<file path="src/rtl/sram_ctrl_pkg.sv">
package sram_ctrl_pkg;

  typedef enum logic [2:0] {
    ST_IDLE     = 3'd0,
    ST_RD_WAIT  = 3'd1,
    ST_RD_CAPT  = 3'd2,
    ST_WR_SETUP = 3'd3,
    ST_WR_PULSE = 3'd4,
    ST_WR_RECOV = 3'd5
  } seq_state_e;

  // Number of whole clock periods covering a time limit
  function automatic int ceil_cycles(input int t_ns, input int clk_ns);
    return (t_ns + clk_ns - 1) / clk_ns;
  endfunction

  function automatic int imax(input int a, input int b);
    return (a > b) ? a : b;
  endfunction

endpackage

</file>
<file path="src/rtl/sram_phase_timer.sv">
module sram_phase_timer #(
  parameter int CNT_W = 2
) (
  input  logic             clk,
  input  logic             rst_n,
  input  logic             load,
  input  logic [CNT_W-1:0] load_val,
  output logic             expired
);

  logic [CNT_W-1:0] cnt_q;
  logic [CNT_W-1:0] cnt_d;

  always_comb begin
    cnt_d = cnt_q;
    if (load) begin
      cnt_d = load_val;
    end else if (cnt_q != '0) begin
      cnt_d = cnt_q - 1'b1;
    end
  end

  always_ff @(posedge clk or negedge rst_n) begin
    if (!rst_n) begin
      cnt_q <= '0;
    end else begin
      cnt_q <= cnt_d;
    end
  end

  assign expired = (cnt_q == '0);

endmodule

</file>
<file path="src/rtl/sram_seq_fsm.sv">
module sram_seq_fsm
  import sram_ctrl_pkg::*;
#(
  parameter int CNT_W   = 2,
  parameter int RD_CYC  = 2,
  parameter int PW_CYC  = 1,
  parameter int REC_CYC = 1
) (
  input  logic             clk,
  input  logic             rst_n,
  input  logic             req_valid,
  input  logic             req_write,
  input  logic             expired,
  output seq_state_e       state_q,
  output seq_state_e       state_d,
  output logic             load,
  output logic [CNT_W-1:0] load_val,
  output logic             req_ready
);

  localparam logic [CNT_W-1:0] LEN_RD_WAIT = CNT_W'(RD_CYC - 2);
  localparam logic [CNT_W-1:0] LEN_PULSE   = CNT_W'(PW_CYC - 1);
  localparam logic [CNT_W-1:0] LEN_RECOV   = CNT_W'(REC_CYC - 1);

  assign req_ready = (state_q == ST_IDLE);

  // Next-state logic
  always_comb begin
    state_d = state_q;
    unique case (state_q)
      ST_IDLE: begin
        if (req_valid) begin
          state_d = req_write ? ST_WR_SETUP : ST_RD_WAIT;
        end
      end
      ST_RD_WAIT:  if (expired) state_d = ST_RD_CAPT;
      ST_RD_CAPT:  if (expired) state_d = ST_IDLE;
      ST_WR_SETUP: if (expired) state_d = ST_WR_PULSE;
      ST_WR_PULSE: if (expired) state_d = ST_WR_RECOV;
      ST_WR_RECOV: if (expired) state_d = ST_IDLE;
      default:     state_d = ST_IDLE;
    endcase
  end

  // Phase length loaded on entry to each state
  assign load = (state_d != state_q);

  always_comb begin
    unique case (state_d)
      ST_RD_WAIT:  load_val = LEN_RD_WAIT;
      ST_WR_PULSE: load_val = LEN_PULSE;
      ST_WR_RECOV: load_val = LEN_RECOV;
      default:     load_val = '0;
    endcase
  end

  always_ff @(posedge clk or negedge rst_n) begin
    if (!rst_n) begin
      state_q <= ST_IDLE;
    end else begin
      state_q <= state_d;
    end
  end

  // A read capture is always preceded by the access wait
  assert_capt_after_wait_R3: assert property (@(posedge clk) disable iff (!rst_n)
    (state_q == ST_RD_CAPT) |-> ($past(state_q) == ST_RD_WAIT));

  // The write pulse is always preceded by the non-driving setup cycle
  assert_setup_before_pulse_R5: assert property (@(posedge clk) disable iff (!rst_n)
    ($rose(state_q == ST_WR_PULSE)) |-> ($past(state_q) == ST_WR_SETUP));

endmodule

</file>
<file path="src/rtl/sram_pin_drive.sv">
module sram_pin_drive
  import sram_ctrl_pkg::*;
#(
  parameter int ADDR_W = 19,
  parameter int DATA_W = 8
) (
  input  logic              clk,
  input  logic              rst_n,
  input  seq_state_e        state_q,
  input  seq_state_e        state_d,
  input  logic              accept,
  input  logic [ADDR_W-1:0] req_addr,
  input  logic [DATA_W-1:0] req_wdata,
  input  logic [DATA_W-1:0] mem_dq_in,
  output logic [ADDR_W-1:0] mem_addr,
  output logic [DATA_W-1:0] mem_dq_out,
  output logic              mem_dq_oe,
  output logic              mem_cs_n,
  output logic              mem_oe_n,
  output logic              mem_we_n,
  output logic [DATA_W-1:0] rd_data,
  output logic              op_done
);

  logic cs_n_d;
  logic oe_n_d;
  logic we_n_d;
  logic dq_oe_d;
  logic done_d;
  logic capt_en;

  // Strobes are registered from the next state so the pads never glitch
  always_comb begin
    cs_n_d  = (state_d == ST_IDLE);
    oe_n_d  = !((state_d == ST_RD_WAIT) || (state_d == ST_RD_CAPT));
    we_n_d  = (state_d != ST_WR_PULSE);
    dq_oe_d = (state_d == ST_WR_PULSE) || (state_d == ST_WR_RECOV);
    done_d  = (state_q != ST_IDLE) && (state_d == ST_IDLE);
    capt_en = (state_q == ST_RD_CAPT);
  end

  always_ff @(posedge clk or negedge rst_n) begin
    if (!rst_n) begin
      mem_cs_n  <= 1'b1;
      mem_oe_n  <= 1'b1;
      mem_we_n  <= 1'b1;
      mem_dq_oe <= 1'b0;
      op_done   <= 1'b0;
    end else begin
      mem_cs_n  <= cs_n_d;
      mem_oe_n  <= oe_n_d;
      mem_we_n  <= we_n_d;
      mem_dq_oe <= dq_oe_d;
      op_done   <= done_d;
    end
  end

  // Request latches, loaded only on acceptance
  always_ff @(posedge clk or negedge rst_n) begin
    if (!rst_n) begin
      mem_addr   <= '0;
      mem_dq_out <= '0;
    end else if (accept) begin
      mem_addr   <= req_addr;
      mem_dq_out <= req_wdata;
    end
  end

  // Read capture at the end of the last access cycle
  always_ff @(posedge clk or negedge rst_n) begin
    if (!rst_n) begin
      rd_data <= '0;
    end else if (capt_en) begin
      rd_data <= mem_dq_in;
    end
  end

  assert_no_contention_R8: assert property (@(posedge clk) disable iff (!rst_n)
    mem_dq_oe |-> (mem_oe_n && !mem_cs_n));

  assert_we_framed_R9: assert property (@(posedge clk) disable iff (!rst_n)
    !mem_we_n |-> (!mem_cs_n && mem_oe_n && mem_dq_oe));

  assert_wdata_held_R6: assert property (@(posedge clk) disable iff (!rst_n)
    (mem_dq_oe && $past(mem_dq_oe)) |-> $stable(mem_dq_out));

endmodule

</file>
<file path="src/rtl/sram_async_ctrl.sv">
module sram_async_ctrl
  import sram_ctrl_pkg::*;
#(
  parameter int ADDR_W    = 19,
  parameter int DATA_W    = 8,
  parameter int CLK_NS    = 10,
  parameter int T_ACC_NS  = 12,
  parameter int T_PWE_NS  = 10,
  parameter int T_DS_NS   = 7,
  parameter int T_WC_NS   = 12
) (
  input  logic              clk,
  input  logic              rst_n,
  input  logic              req_valid,
  input  logic              req_write,
  input  logic [ADDR_W-1:0] req_addr,
  input  logic [DATA_W-1:0] req_wdata,
  output logic              req_ready,
  output logic              op_done,
  output logic [DATA_W-1:0] rd_data,
  output logic [ADDR_W-1:0] mem_addr,
  output logic [DATA_W-1:0] mem_dq_out,
  output logic              mem_dq_oe,
  input  logic [DATA_W-1:0] mem_dq_in,
  output logic              mem_cs_n,
  output logic              mem_oe_n,
  output logic              mem_we_n
);

  localparam int RD_CYC  = imax(2, ceil_cycles(T_ACC_NS, CLK_NS));
  localparam int PW_CYC  = imax(1, ceil_cycles(imax(T_PWE_NS, T_DS_NS), CLK_NS));
  localparam int WC_CYC  = ceil_cycles(T_WC_NS, CLK_NS);
  localparam int REC_CYC = imax(1, WC_CYC - 1 - PW_CYC);
  localparam int MAX_LEN = imax(RD_CYC, imax(PW_CYC, REC_CYC));
  localparam int CNT_W   = $clog2(MAX_LEN + 1);

  seq_state_e       state_q;
  seq_state_e       state_d;
  logic             tmr_load;
  logic [CNT_W-1:0] tmr_val;
  logic             tmr_expired;
  logic             accept;

  assign accept = req_valid && req_ready;

  sram_seq_fsm #(
    .CNT_W  (CNT_W),
    .RD_CYC (RD_CYC),
    .PW_CYC (PW_CYC),
    .REC_CYC(REC_CYC)
  ) u_fsm (
    .clk      (clk),
    .rst_n    (rst_n),
    .req_valid(req_valid),
    .req_write(req_write),
    .expired  (tmr_expired),
    .state_q  (state_q),
    .state_d  (state_d),
    .load     (tmr_load),
    .load_val (tmr_val),
    .req_ready(req_ready)
  );

  sram_phase_timer #(
    .CNT_W(CNT_W)
  ) u_timer (
    .clk     (clk),
    .rst_n   (rst_n),
    .load    (tmr_load),
    .load_val(tmr_val),
    .expired (tmr_expired)
  );

  sram_pin_drive #(
    .ADDR_W(ADDR_W),
    .DATA_W(DATA_W)
  ) u_pins (
    .clk       (clk),
    .rst_n     (rst_n),
    .state_q   (state_q),
    .state_d   (state_d),
    .accept    (accept),
    .req_addr  (req_addr),
    .req_wdata (req_wdata),
    .mem_dq_in (mem_dq_in),
    .mem_addr  (mem_addr),
    .mem_dq_out(mem_dq_out),
    .mem_dq_oe (mem_dq_oe),
    .mem_cs_n  (mem_cs_n),
    .mem_oe_n  (mem_oe_n),
    .mem_we_n  (mem_we_n),
    .rd_data   (rd_data),
    .op_done   (op_done)
  );

  assert_ready_deselected_R2: assert property (@(posedge clk) disable iff (!rst_n)
    req_ready |-> mem_cs_n);

  assert_done_single_R4: assert property (@(posedge clk) disable iff (!rst_n)
    op_done |-> (req_ready && mem_cs_n));

  assert_standby_R10: assert property (@(posedge clk) disable iff (!rst_n)
    mem_cs_n |-> (mem_oe_n && mem_we_n && !mem_dq_oe));

  assert_addr_held_R11: assert property (@(posedge clk) disable iff (!rst_n)
    (!mem_cs_n && $past(!mem_cs_n)) |-> $stable(mem_addr));

endmodule

</file>
<file path="config.mk">
export PLATFORM = sky130hd
export DESIGN_NAME = sram_async_ctrl
export DESIGN_NICKNAME = d
export VERILOG_FILES = /design/src/rtl/sram_ctrl_pkg.sv /design/src/rtl/sram_phase_timer.sv /design/src/rtl/sram_seq_fsm.sv /design/src/rtl/sram_pin_drive.sv /design/src/rtl/sram_async_ctrl.sv
export SDC_FILE = /design/constraint.sdc
export NUM_CORES = 1
export LEC_CHECK = 0
export BUFFER_PORTS_ARGS = -buffer_cell sky130_fd_sc_hd__buf_4
export CORE_ASPECT_RATIO = 0.75
export CORE_MARGIN = 2
export CORE_UTILIZATION = 42
export CTS_BUF_LIST = sky130_fd_sc_hd__clkbuf_16
export DETAILED_ROUTE_END_ITERATION = 8
export HOLD_SLACK_MARGIN = 0.06
export PLACE_DENSITY_LB_ADDON = 0.1
export SETUP_SLACK_MARGIN = 0.15
export SYNTH_ARGS = -nofsm -noshare
export SYNTH_HDL_FRONTEND = slang
export SYNTH_SLANG_ARGS = --single-unit
</file>
<file path="constraint.sdc">
create_clock -name clk -period 1.5 [get_ports clk]
set_input_delay 0.3 -clock clk [delete_from_list [all_inputs] [get_ports clk]]
set_output_delay 0.3 -clock clk [all_outputs]
set_load 0.05 [all_outputs]
</file>
[After elaboration in Yosys (flattened, before gate mapping)]
Cells that the tools add are included.
Operators by class
  add/subtract/negate cells: 1
  equal/unequal tests: 11
  muxes and demuxes: 9
  reductions and logical operators: 12
Operator list (count)
  3-bit 2-to-1 mux: 5
  3-bit case mux with 5 select lines: 1
  3-bit equality test, second input constant: 4
  3-bit by 2-bit equality test with 1-bit output, second input constant: 3
  3-bit by 1-bit equality test with 1-bit output, second input constant: 2
  3-bit logical NOT: 2
  2-bit 2-to-1 mux: 3
  2-bit nonzero test: 2
  3-bit != test: 1
  3-bit != test, second input constant: 1
  3-bit nonzero test: 1
  1-bit logical AND: 2
  2-bit logical NOT: 1
  1-bit logical OR: 2
  2-bit OR reduction: 1
  2-bit by 1-bit subtractor with 2-bit output, second input constant: 1
  1-bit logical NOT: 1
Word-level totals
  bits in registers: 45
  output and inout bits: 41

[Longest topological paths before layout]
Gate-level depths: netlist of the first run.
  depth in word-level cells: 6
  depth in mapped cells: 6

[Hierarchy]
A second synthesis of the first run with hierarchy kept.
Second synthesis, totals
  cell total of the unflattened synthesis: 122
  area, all modules: 1809.2 um^2
By module, submodules not included
  sram_pin_drive: instances 1, cells an instance 85, area each 1477.7 um^2
  sram_seq_fsm: instances 1, cells an instance 24, area each 211.5 um^2
  sram_phase_timer: instances 1, cells an instance 12, area each 113.9 um^2
  sram_async_ctrl: instances 1, cells an instance 1, area each 6.3 um^2

[Worst setup path before layout of the first run]
Ideal clock, no wire load.
  path type: register to register
  start point: register u_fsm.state_q[0]
  end point: register u_pins.mem_addr[10]
  setup time: 125 ps
  arrival: 1947 ps
  slack: -573 ps
  stages on the path, launching flop included: 7
  buffers on the path: 3
  path through: dfrtp_1 > clkbuf_2 > nor3_2 > and2_1 > buf_6 > buf_8 > mux2_4
On the way
  longest elaborated chain between the ends: 2
Ends and longest elaborated chain
  from (decl): line sram_seq_fsm.sv:14  | output seq_state_e state_q,
  from (signal assigned): line sram_seq_fsm.sv:61  | state_q <= state_d;
  3-bit logical NOT: line sram_seq_fsm.sv:25  | assign req_ready = (state_q == ST_IDLE);
  via req_ready: line sram_async_ctrl.sv:18  | output logic req_ready,
  1-bit logical AND: line sram_async_ctrl.sv:44  | assign accept = req_valid && req_ready;
  to (signal assigned): line sram_pin_drive.sv:64  | mem_addr <= req_addr;
  to (decl): line sram_pin_drive.sv:15  | output logic [ADDR_W-1:0] mem_addr,
The timed path passes the listed nets, and every way through them passes these cells.
A chain may end at the register's enable or synchronous reset.

[Worst setup path in the final report of the first run]
  start point: register u_fsm.state_q[2]
  end point: output port req_ready
On the way
  longest elaborated chain between the ends: 1
Ends and longest elaborated chain (line)
  3-bit logical NOT: sram_seq_fsm.sv:25
  to (decl): sram_async_ctrl.sv:18
No other way between the ends.

==> run metrics, run 1 <==
outcome=completed; Synth area leaders=dfrtp_1, mux2_4, mux2_2; Worst Tran Pin Value=0.553 ns; hold path depth=2; fraction of synthesized area in multiplexers=0.246; Initial Util=0.432; main combinational cell family by area after synthesis=multiplexers; drt pass-1 iters=4; ANT nets after route=0; die extent in y=62.4 um; post-synthesis xor/xnor area fraction=0.00459; initial DRC count=35; H-tree Lvls=2; placed cell area=2580 um2; crit path DAT=1.17 ns; dpl hpwl=2740 um; die area=5100 um2; Main synth FF type=dfrtp_1; reg2reg start=u_fsm.state_q[2]; asr flop ratio synth=1.00; Inserted Diodes=0; Die Width=81.8 um; number of synthesized register bits=45; RSZ-0062 raised after global routing=yes; GRT Total Usage=0.165; Nets=258; fillers=339; CTS root buf=clkbuf_16; drt drc=0; cell taking the most area after synthesis=dfrtp_1; Placer Congestion=0.786; Final Skew=0.00487 ns; fin crit share=0.982; total grt overflow=0; Adder-Cell Fraction of Synth Area=0.00656; CP Max Fanout=2; Mapped Cells=128; Synth Area in Simple Gates=0.0610; post-synth cell types=32; Reg2Reg Setup Slack=0.05 ns; CTS tree=built; WHS=0.243 ns; area grow syn2layout=51.0%; Synth Area in Compound Gates=0.0499; syn_area_per_cell=14.9 um2; Final Max Tran Viols=0; Via density=4.67; sequential area share after synthesis=0.593; CTS sink count=45; Cell Area, Synth=1910 um2; IO Count=80; share of layout cells above drive strength 1=0.644; fmax=679 MHz; first-pass GRT wire length=6310 um; maximum capacitance violations=0; HP Class=in -> reg; Setup CP Type=reg -> out; Final Hold Viols=0; DR WL/cell=14.9 um; Clock Tree Buf Depth=2; syn nets=168; Final Instance Area=2880 um2; reg-to-reg endpoint=u_pins.mem_addr[18]; Worst Hold Launch=req_wdata[6]; worst r2r path cells=4; Post-Route WL=4110 um; CP Capture Type=output port; critical path startpoint category=register; post-route non-filler standard cell count=276; Vias=1289; core area=4410 um2; minimum clock period=1.47 ns; top-area cell type share of the netlist area=0.551; Synth warnings=0; Worst Path Required=1.20 ns; Final setup viols=0; Post-Route Setup TNS=0 ns; # port buffers=79; EDFF count, synth=0; Hold Path End=u_pins.mem_dq_out[6]; Placed Cells=264; Slew headroom=0.631; clock transition at the registers of the reported paths=0.06 ns; largest net degree at the start of global routing=46; antenna violations before repair=0; Skew-Pair Late Insertion Delay=0.28 ns; Num CTS Buffers=5; vias in the first global route=1295; Rows=21
## cell type report
type	instances	area (um2)	share of cell area
multi-input cells	72	766	0.266
clock buffers	5	125	0.0434
repair buffers	90	736	0.255
well taps	57	71.3	0.0248
flip-flops and latches	45	1130	0.392
clock inverters	3	37.5	0.0130
inverters	4	15.0	0.00521
## kinds of logic after synthesis
group                      count (synthesis)
buffers and inverters                     11
AOI/OAI and AO/OA                         15
DFF                                       45
xor gates and xnor gates                   1
adders and majority gates                  1
muxes                                     35
and+or+nand+nor                           20
## state kept, by name, summed over array words and instances (netlist names)
register           count
u_pins.mem_dq_oe       1
u_timer.cnt_q          2
u_pins.mem_we_n        1
u_pins.mem_oe_n        1
u_pins.mem_cs_n        1
u_pins.mem_dq_out      8
u_pins.rd_data         8
u_pins.mem_addr       19
u_pins.op_done         1
u_fsm.state_q          3
## Yosys cell counts, types with 2 or more instances
library cell  instances
dfrtp_1              42
a21oi_1               5
nand2b_1              3
mux2_4               20
dfstp_2               3
buf_8                 2
mux2_2               15
and2_1                2
inv_1                 4
o21ai_0               2
nand2_1               2
nor2_1                5
a31oi_1               2
a21o_1                2
buf_2                 2
## per-stage QoR
| stage | worst slack [ns] | util |
|---|---|---|
| finish | 0.0274 | 0.652 |
| global route | -0.0446 | 0.652 |
| CTS | 0.0353 | 0.633 |
| detailed placement | 0.0000775 | 0.585 |
| global placement | 0.0456 | 0.585 |
| floorplan | -0.358 | - |
## worst max path at each step
| stage | startpoint | to | depth (start not counted) |
|---|---|---|---|
| after floorplan | u_fsm.state_q[2] | u_pins.mem_addr[10] | 5 |
| after global placement | u_fsm.state_q[2] | u_pins.mem_addr[0] | 4 |
| after detailed placement | u_fsm.state_q[2] | u_pins.mem_addr[6] | 4 |
| after CTS | u_fsm.state_q[2] | req_ready | 3 |
| after global routing | u_fsm.state_q[2] | req_ready | 3 |
| final | u_fsm.state_q[2] | req_ready | 3 |
## repair_timing
item	4_1_cts	5_1_grt
hold endpoints to repair	42	0
buffers inserted	0	1
gates cloned	1	1
resized for setup	5	12
setup endpoints to repair	41	43
pin swaps	1	0
hold buffers	1	0
## routing by layer
| metal | track usage | part of all wire |
|---|---|---|
| met4 | 0.0438 | 0.0068 |
| met3 | 0.0625 | 0.073 |
| met1 | 0.225 | 0.46 |
| met2 | 0.248 | 0.46 |
| met5 | 0 | 0 |
## critical path, cell delays in order, from the launching register on
cell,delay [ns]
dfrtp_1,0.40
nor3_4,0.21
buf_4,0.14
buf_8,0.13
## layout by cell type (no fill, tap or decap), drive strengths merged, types with 3 or more instances in the layout
cell    instances
clkbuf          6
dfstp           3
inv             5
buf            88
dfrtp          42
nand2b          3
mux2           35
nor2            6
a21oi           5
Power of run 1 is not shown: default switching activity piles up to over one toggle a cycle in this logic, so the estimate is an artifact.
==> inputs of run 2 (changes only) <==
PLACE_DENSITY = 0.75   (was unset)
PLACE_DENSITY_LB_ADDON = unset   (was 0.1)
SYNTH_HIERARCHICAL = 1   (was unset)
==> run 2 against run 1 <==
The run now ends with negative setup slack left. Synthesized cell count decreased by 4.7%. Cell area increased by 6.3%. Clock skew increased by 0.00054 ns. Critical endpoint is now u_pins/op_done.
==> run metrics, run 2 <==
Post-synth top cells=dfrtp_1, mux2_2; share of layout cells above drive strength 1=0.727 (+0.0830); DR WL/cell=16.8 um (+13%); GRT Total Usage=0.191 (+0.0262); antenna violations before repair=0 (unchanged); Max stage delay on crit path=0.39 ns (about the same); critical path's slowest cell=dfrtp_1; commonest non-fill, non-tap cell in the layout=buf_4; syn_area_per_cell=14.8 um2 (-0.45%); outcome=finished, violations left; die area=4850 um2 (-4.8%); Post-Route WL=4750 um (+16%); minimum clock period=1.52 ns (+0.0456 ns); post-synthesis xor/xnor area fraction=0.00968 (+0.00509); WHS=0.246 ns (+0.00318 ns); fin crit share=1.01 (+0.0304); Die Width=79.8 um (-2.5%); Synth warnings=6 (+6); Inserted Diodes=0 (unchanged); CTS tree=built; crit path DAT=1.74 ns (+0.57 ns); Final setup viols=3 (+3); post-route non-filler standard cell count=282 (+2.2%); main combinational cell family by area after synthesis=multiplexers; Synth Area in Compound Gates=0.0387 (-0.0111); Worst Tran Pin Value=0.546 ns (-0.00712 ns); cell taking the most area after synthesis=dfrtp_1; crit path buf inv count=1 (-1); Via density=4.87 (+4.3%); most frequent cells in the layout=buf_4, dfrtp_1, mux2_4; Util after Layout=0.746 (+0.0932); Rows=20 (-4.8%); core area=4100 um2 (-7.0%); Post-Route Setup TNS=-0.0365 ns (-0.0365 ns); Synth Area in Simple Gates=0.0636 (+0.00260); IO Count=80 (unchanged); drt pass-1 iters=4 (unchanged); initial DRC count=57 (+63%); most frequent cell after synthesis=dfrtp_1; clock transition at the registers of the reported paths=0.06 ns (about the same); largest net degree at the start of global routing=46 (unchanged); CTS sink count=45 (unchanged); Final Hold Viols=0 (unchanged); Final Max Tran Viols=0 (unchanged); top-area cell type share of the netlist area=0.581 (+0.0297); dpl hpwl=3020 um (+10%); final setup margin=-0.0182 ns (-0.0456 ns); RSZ-0062 raised after global routing=yes; Worst Path Required=1.72 ns (+0.52 ns); Num CTS Buffers=5 (unchanged); worst path cell trace=inv_2, ha_4, nand2_1, nand3b_1, o21ai_2, nor3_1, o31a_2; drt drc=0 (unchanged); Mapped Cells=122 (-4.7%); post-synth cell types=29 (-9.4%); EDFF count, synth=0 (unchanged); total grt overflow=0 (unchanged); fraction of synthesized area in multiplexers=0.223 (-0.0227); Placed Cells=265 (+0.38%); Skew-Pair Late Insertion Delay=0.28 ns (about the same); CP Max Fanout=7 (+5); Cell Area, Synth=1810 um2 (-5.1%); die extent in y=60.8 um (-2.4%); # port buffers=79 (unchanged); Largest regs=u_pins/mem_addr (19), u_pins/mem_dq_out (8), u_pins/rd_data (8); Main synth FF type=dfrtp_1; asr flop ratio synth=1.00 (unchanged); ANT nets after route=0 (unchanged); Setup CP Type=reg -> reg; sequential area share after synthesis=0.624 (+0.0320); fmax=659 MHz (-3.0%); Synth area leaders=dfrtp_1, mux2_2, dfstp_2; maximum capacitance violations=0 (unchanged); Vias=1373 (+6.5%); Adder-Cell Fraction of Synth Area=0.00692 (+0.000354); HP Class=in -> reg; CTS root buf=clkbuf_16; largest register by flop count=u_pins/mem_addr; Slew headroom=0.636 (+0.00475); Nets=266 (+3.1%); Clock Tree Buf Depth=2 (unchanged); violated checks=negative setup slack; Placer Congestion=0.826 (+5.0%); delay-heaviest family, CP=simple AND/OR/NAND/NOR gates; area grow syn2layout=69.2%; H-tree Lvls=2 (unchanged); first-pass GRT wire length=6740 um (+6.8%); Final Skew=0.00541 ns (+0.000541 ns); critical path startpoint category=register; number of synthesized register bits=45 (unchanged); number of flip-flops in the largest register=19 (unchanged); Initial Util=0.441 (+0.00888); CP Capture Type=register; vias in the first global route=1416 (+9.3%)
==> run 2: cell count changes after synthesis, moves of 2 or more <==
cell	delta
o21ai_1	+2
inv_1	-2
buf_4	+3
a21o_1	-2
buf_8	-2
mux2_4	-20
nand3b_1	+2
a31oi_1	-2
a21oi_1	-3
mux2_2	+20
nor2_1	-3
==> run 2: timing repair <==
action / in CTS / in global routing
pin swaps: 5 / 3
gates resized for setup: 23 / 17
gates cloned: 1 / 2
endpoints found under the hold margin: 42 / 0
hold buffers: 1 / 0
endpoints found under the setup margin: 45 / 43
setup buffers: 2 / 3
==> run 2: cell type report <==
class / count / area, um2
multi-input cells: 69 / 832
clock inverters: 3 / 11.3
fillers: 270 / 1040
clock buffers: 5 / 125
flip-flops and latches: 45 / 1130
repair buffers: 103 / 882
well taps: 55 / 68.8
inverters: 2 / 7.51
==> run 2: path summary, 6_finish.rpt <==
path                                     from                   end  slack, ns  depth (start not counted)
min                              req_wdata[1]  u_pins/mem_dq_out[1]       0.25                          2
min in group asynchronous               rst_n   u_pins/mem_addr[14]       0.54                          2
max                          u_timer/cnt_q[1]        u_pins/op_done      -0.02                          7
max in group asynchronous               rst_n      u_fsm/state_q[1]       0.55                          2
min reg2reg                u_pins/mem_addr[4]    u_pins/mem_addr[4]       0.51                          1
max reg2reg                  u_timer/cnt_q[1]        u_pins/op_done      -0.02                          7
==> run 2: metal layers <==
layer / up-vias / global-route usage / share of wire
met5: - / 0 / 0
met2: 51 / 0.355 / 0.53
met1: 684 / 0.212 / 0.40
met4: 0 / 0.0726 / 0.014
li1: 631 / - / -
met3: 7 / 0.0580 / 0.055
==> run 2: cells by family after synthesis <==
group / after synthesis
DFF: 45
adders and majority gates: 1
muxes: 36
and+or+nand+nor: 18
xor gates and xnor gates: 2
AOI/OAI and AO/OA: 10
other: 1
buffers and inverters: 9
==> run 2: stage by stage <==
stage	setup WS (ns)	instance area, um2
floorplan	-0.426	1930
global placement	-0.0252	2650
detailed placement	-0.111	2650
CTS	0.00957	2920
global route	-0.101	3060
finish	-0.0182	3060
Power of run 2 is left out for the same reason.
==> inputs of run 3 (changes only) <==
CORE_UTILIZATION = 44   (was 42)
CTS_BUF_LIST = sky130_fd_sc_hd__clkbuf_2   (was sky130_fd_sc_hd__clkbuf_16)
PLACE_DENSITY = 0.78   (was 0.75)
==> run 3 against run 2 <==
The flow still finishes with violations (negative setup slack). Cell area is 6.7% higher. Global-route usage is 0.47 points higher. Register-to-register slack got worse by 0.12 ns. Die area down 4.3%. Clock skew increased by 0.014 ns. Critical path type unchanged. Core utilization grew 7.0 points.
==> run metrics, run 3 (synthesis gave the netlist of run 2 again) <==
Setup CP Type=reg -> reg; reg-to-reg endpoint=u_pins/mem_dq_out[0]; largest register by flop count=u_pins/mem_addr; drt pass-1 iters=4 (unchanged); initial DRC count=58 (+1.8%); Final setup viols=39 (+36); RSZ-0062 raised after global routing=yes; # port buffers=79 (unchanged); fmax=610 MHz (-7.4%); Placed Cells=263 (-0.75%); worst r2r path cells=5 (-2); total grt overflow=0 (unchanged); Slew headroom=0.622 (-0.0138); met3 routed WL=322 um (+24%); Initial Util=0.452 (+0.0110); Final Max Tran Viols=0 (unchanged); HP Class=in -> reg; GRT Total Usage=0.196 (+0.00473); commonest non-fill, non-tap cell in the layout=buf_4; Rows=20 (unchanged); die area=4650 um2 (-4.3%); die extent in y=59.5 um (-2.1%); IO Count=80 (unchanged); CTS tree=built; CP Capture Type=register; most frequent cells in the layout=buf_4, dfrtp_1, buf_6; Nets=288 (+8.3%); minimum clock period=1.64 ns (+0.122 ns); Reg2Reg Setup Slack=-0.14 ns (-0.12 ns); vias in the first global route=1371 (-3.2%); outcome=finished, violations left; Num CTS Buffers=5 (unchanged); core area=4000 um2 (-2.4%); largest net degree at the start of global routing=46 (unchanged); Routed met1 length=2200 um (+16%); highest metal used=met4; Die Width=78.0 um (-2.2%); reg2reg start=u_fsm/state_q[2]; Largest regs=u_pins/mem_addr (19), u_pins/mem_dq_out (8), u_pins/rd_data (8); share of layout cells above drive strength 1=0.750 (+0.0231); Final Hold Viols=0 (unchanged); Post-Route WL=5250 um (+11%); Worst Path Required=1.79 ns (+0.07 ns); violated checks=negative setup slack; area grow syn2layout=80.6%; CP Max Fanout=5 (-2); DR WL/cell=17.3 um (+2.9%); Via density=4.82 (-1.0%); crit path from=u_fsm/state_q[2]; CP Capture Point=u_pins/mem_dq_out[0]; critical path startpoint category=register; clock transition at the registers of the reported paths=0.21 ns (+0.15 ns); Clock Tree Buf Depth=2 (unchanged); drt drc=0 (unchanged); ANT nets after route=0 (unchanged); H-tree Lvls=2 (unchanged); first-pass GRT wire length=6840 um (+1.4%); number of flip-flops in the largest register=19 (unchanged); final setup margin=-0.140 ns (-0.122 ns); Inserted Diodes=0 (unchanged); met2 wire len=2670 um (+5.7%); Placer Congestion=0.823 (-0.35%); fin crit share=1.09 (+0.0814); antenna violations before repair=0 (unchanged); post-route non-filler standard cell count=303 (+7.4%); CTS root buf=clkbuf_2; Final Skew=0.0197 ns (+0.0143 ns); Post-Route Setup TNS=-3.37 ns (-3.33 ns); CTS sink count=45 (unchanged); Vias=1460 (+6.3%); crit path DAT=1.93 ns (+0.19 ns); Worst Tran Pin Value=0.567 ns (+0.0207 ns); fillers=230 (-15%); Skew-Pair Late Insertion Delay=0.40 ns (+0.12 ns); maximum capacitance violations=0 (unchanged); dpl hpwl=2910 um (-3.7%)
## run 3: how the worst min path moves through the flow
stage / slack, ns / endpoint / cells after the start / start
after global placement: 0.32 / u_pins/mem_addr[7] / 1 / rst_n
final: 0.11 / u_pins/rd_data[5] / 2 / mem_dq_in[5]
after floorplan: 0.004 / u_fsm/state_q[0] / 0 / rst_n
after global routing: 0.07 / u_pins/rd_data[0] / 2 / mem_dq_in[0]
after detailed placement: 0.33 / u_pins/mem_addr[5] / 1 / rst_n
after CTS: 0.09 / u_pins/rd_data[4] / 2 / mem_dq_in[4]
## run 3: area by class of cell
class	count	area [um2]	area share
well taps	55	68.8	0.0211
inverters	2	7.51	0.00230
flip-flops and latches	45	1130	0.347
clock inverters	1	3.75	0.00115
multi-input cells	69	825	0.252
clock buffers	6	30.0	0.00919
repair buffers	125	1200	0.367
## run 3: metal layers
layer / track usage / up-vias
met5: 0 / -
met4: 0.0526 / 0
met3: 0.0518 / 5
met2: 0.334 / 58
met1: 0.254 / 721
li1: - / 676
## run 3: what timing repair did
item                                    4_1_cts  5_1_grt
pin swaps                                     5        6
gates cloned                                  1        2
hold buffers                                  1        1
setup buffers                                 7       21
gates resized for setup                      30       44
endpoints found under the setup margin       53       82
endpoints found under the hold margin        42        1
## run 3: metrics by stage
step           worst slack [ns]  hold slack, ns  utilization  area, um2
4_1_cts                  -0.154          0.0879        0.718       2870
5_1_grt                  -0.241          0.0682        0.816       3270
2_1_floorplan            -0.426         0.00441            -       1930
3_5_place_dp             -0.225           0.331        0.658       2640
6_report                 -0.140           0.113        0.816       3270
3_3_place_gp             -0.128           0.315        0.658       2640
## run 3: critical path, cell delays in order, from the launching register on
cell and delay [ns]:
dfrtp_2 0.47, nor3_4 0.22, buf_4 0.14, and2_4 0.24, clkbuf_16 0.18, mux2_4 0.30
Power of run 3 is left out for the same reason.
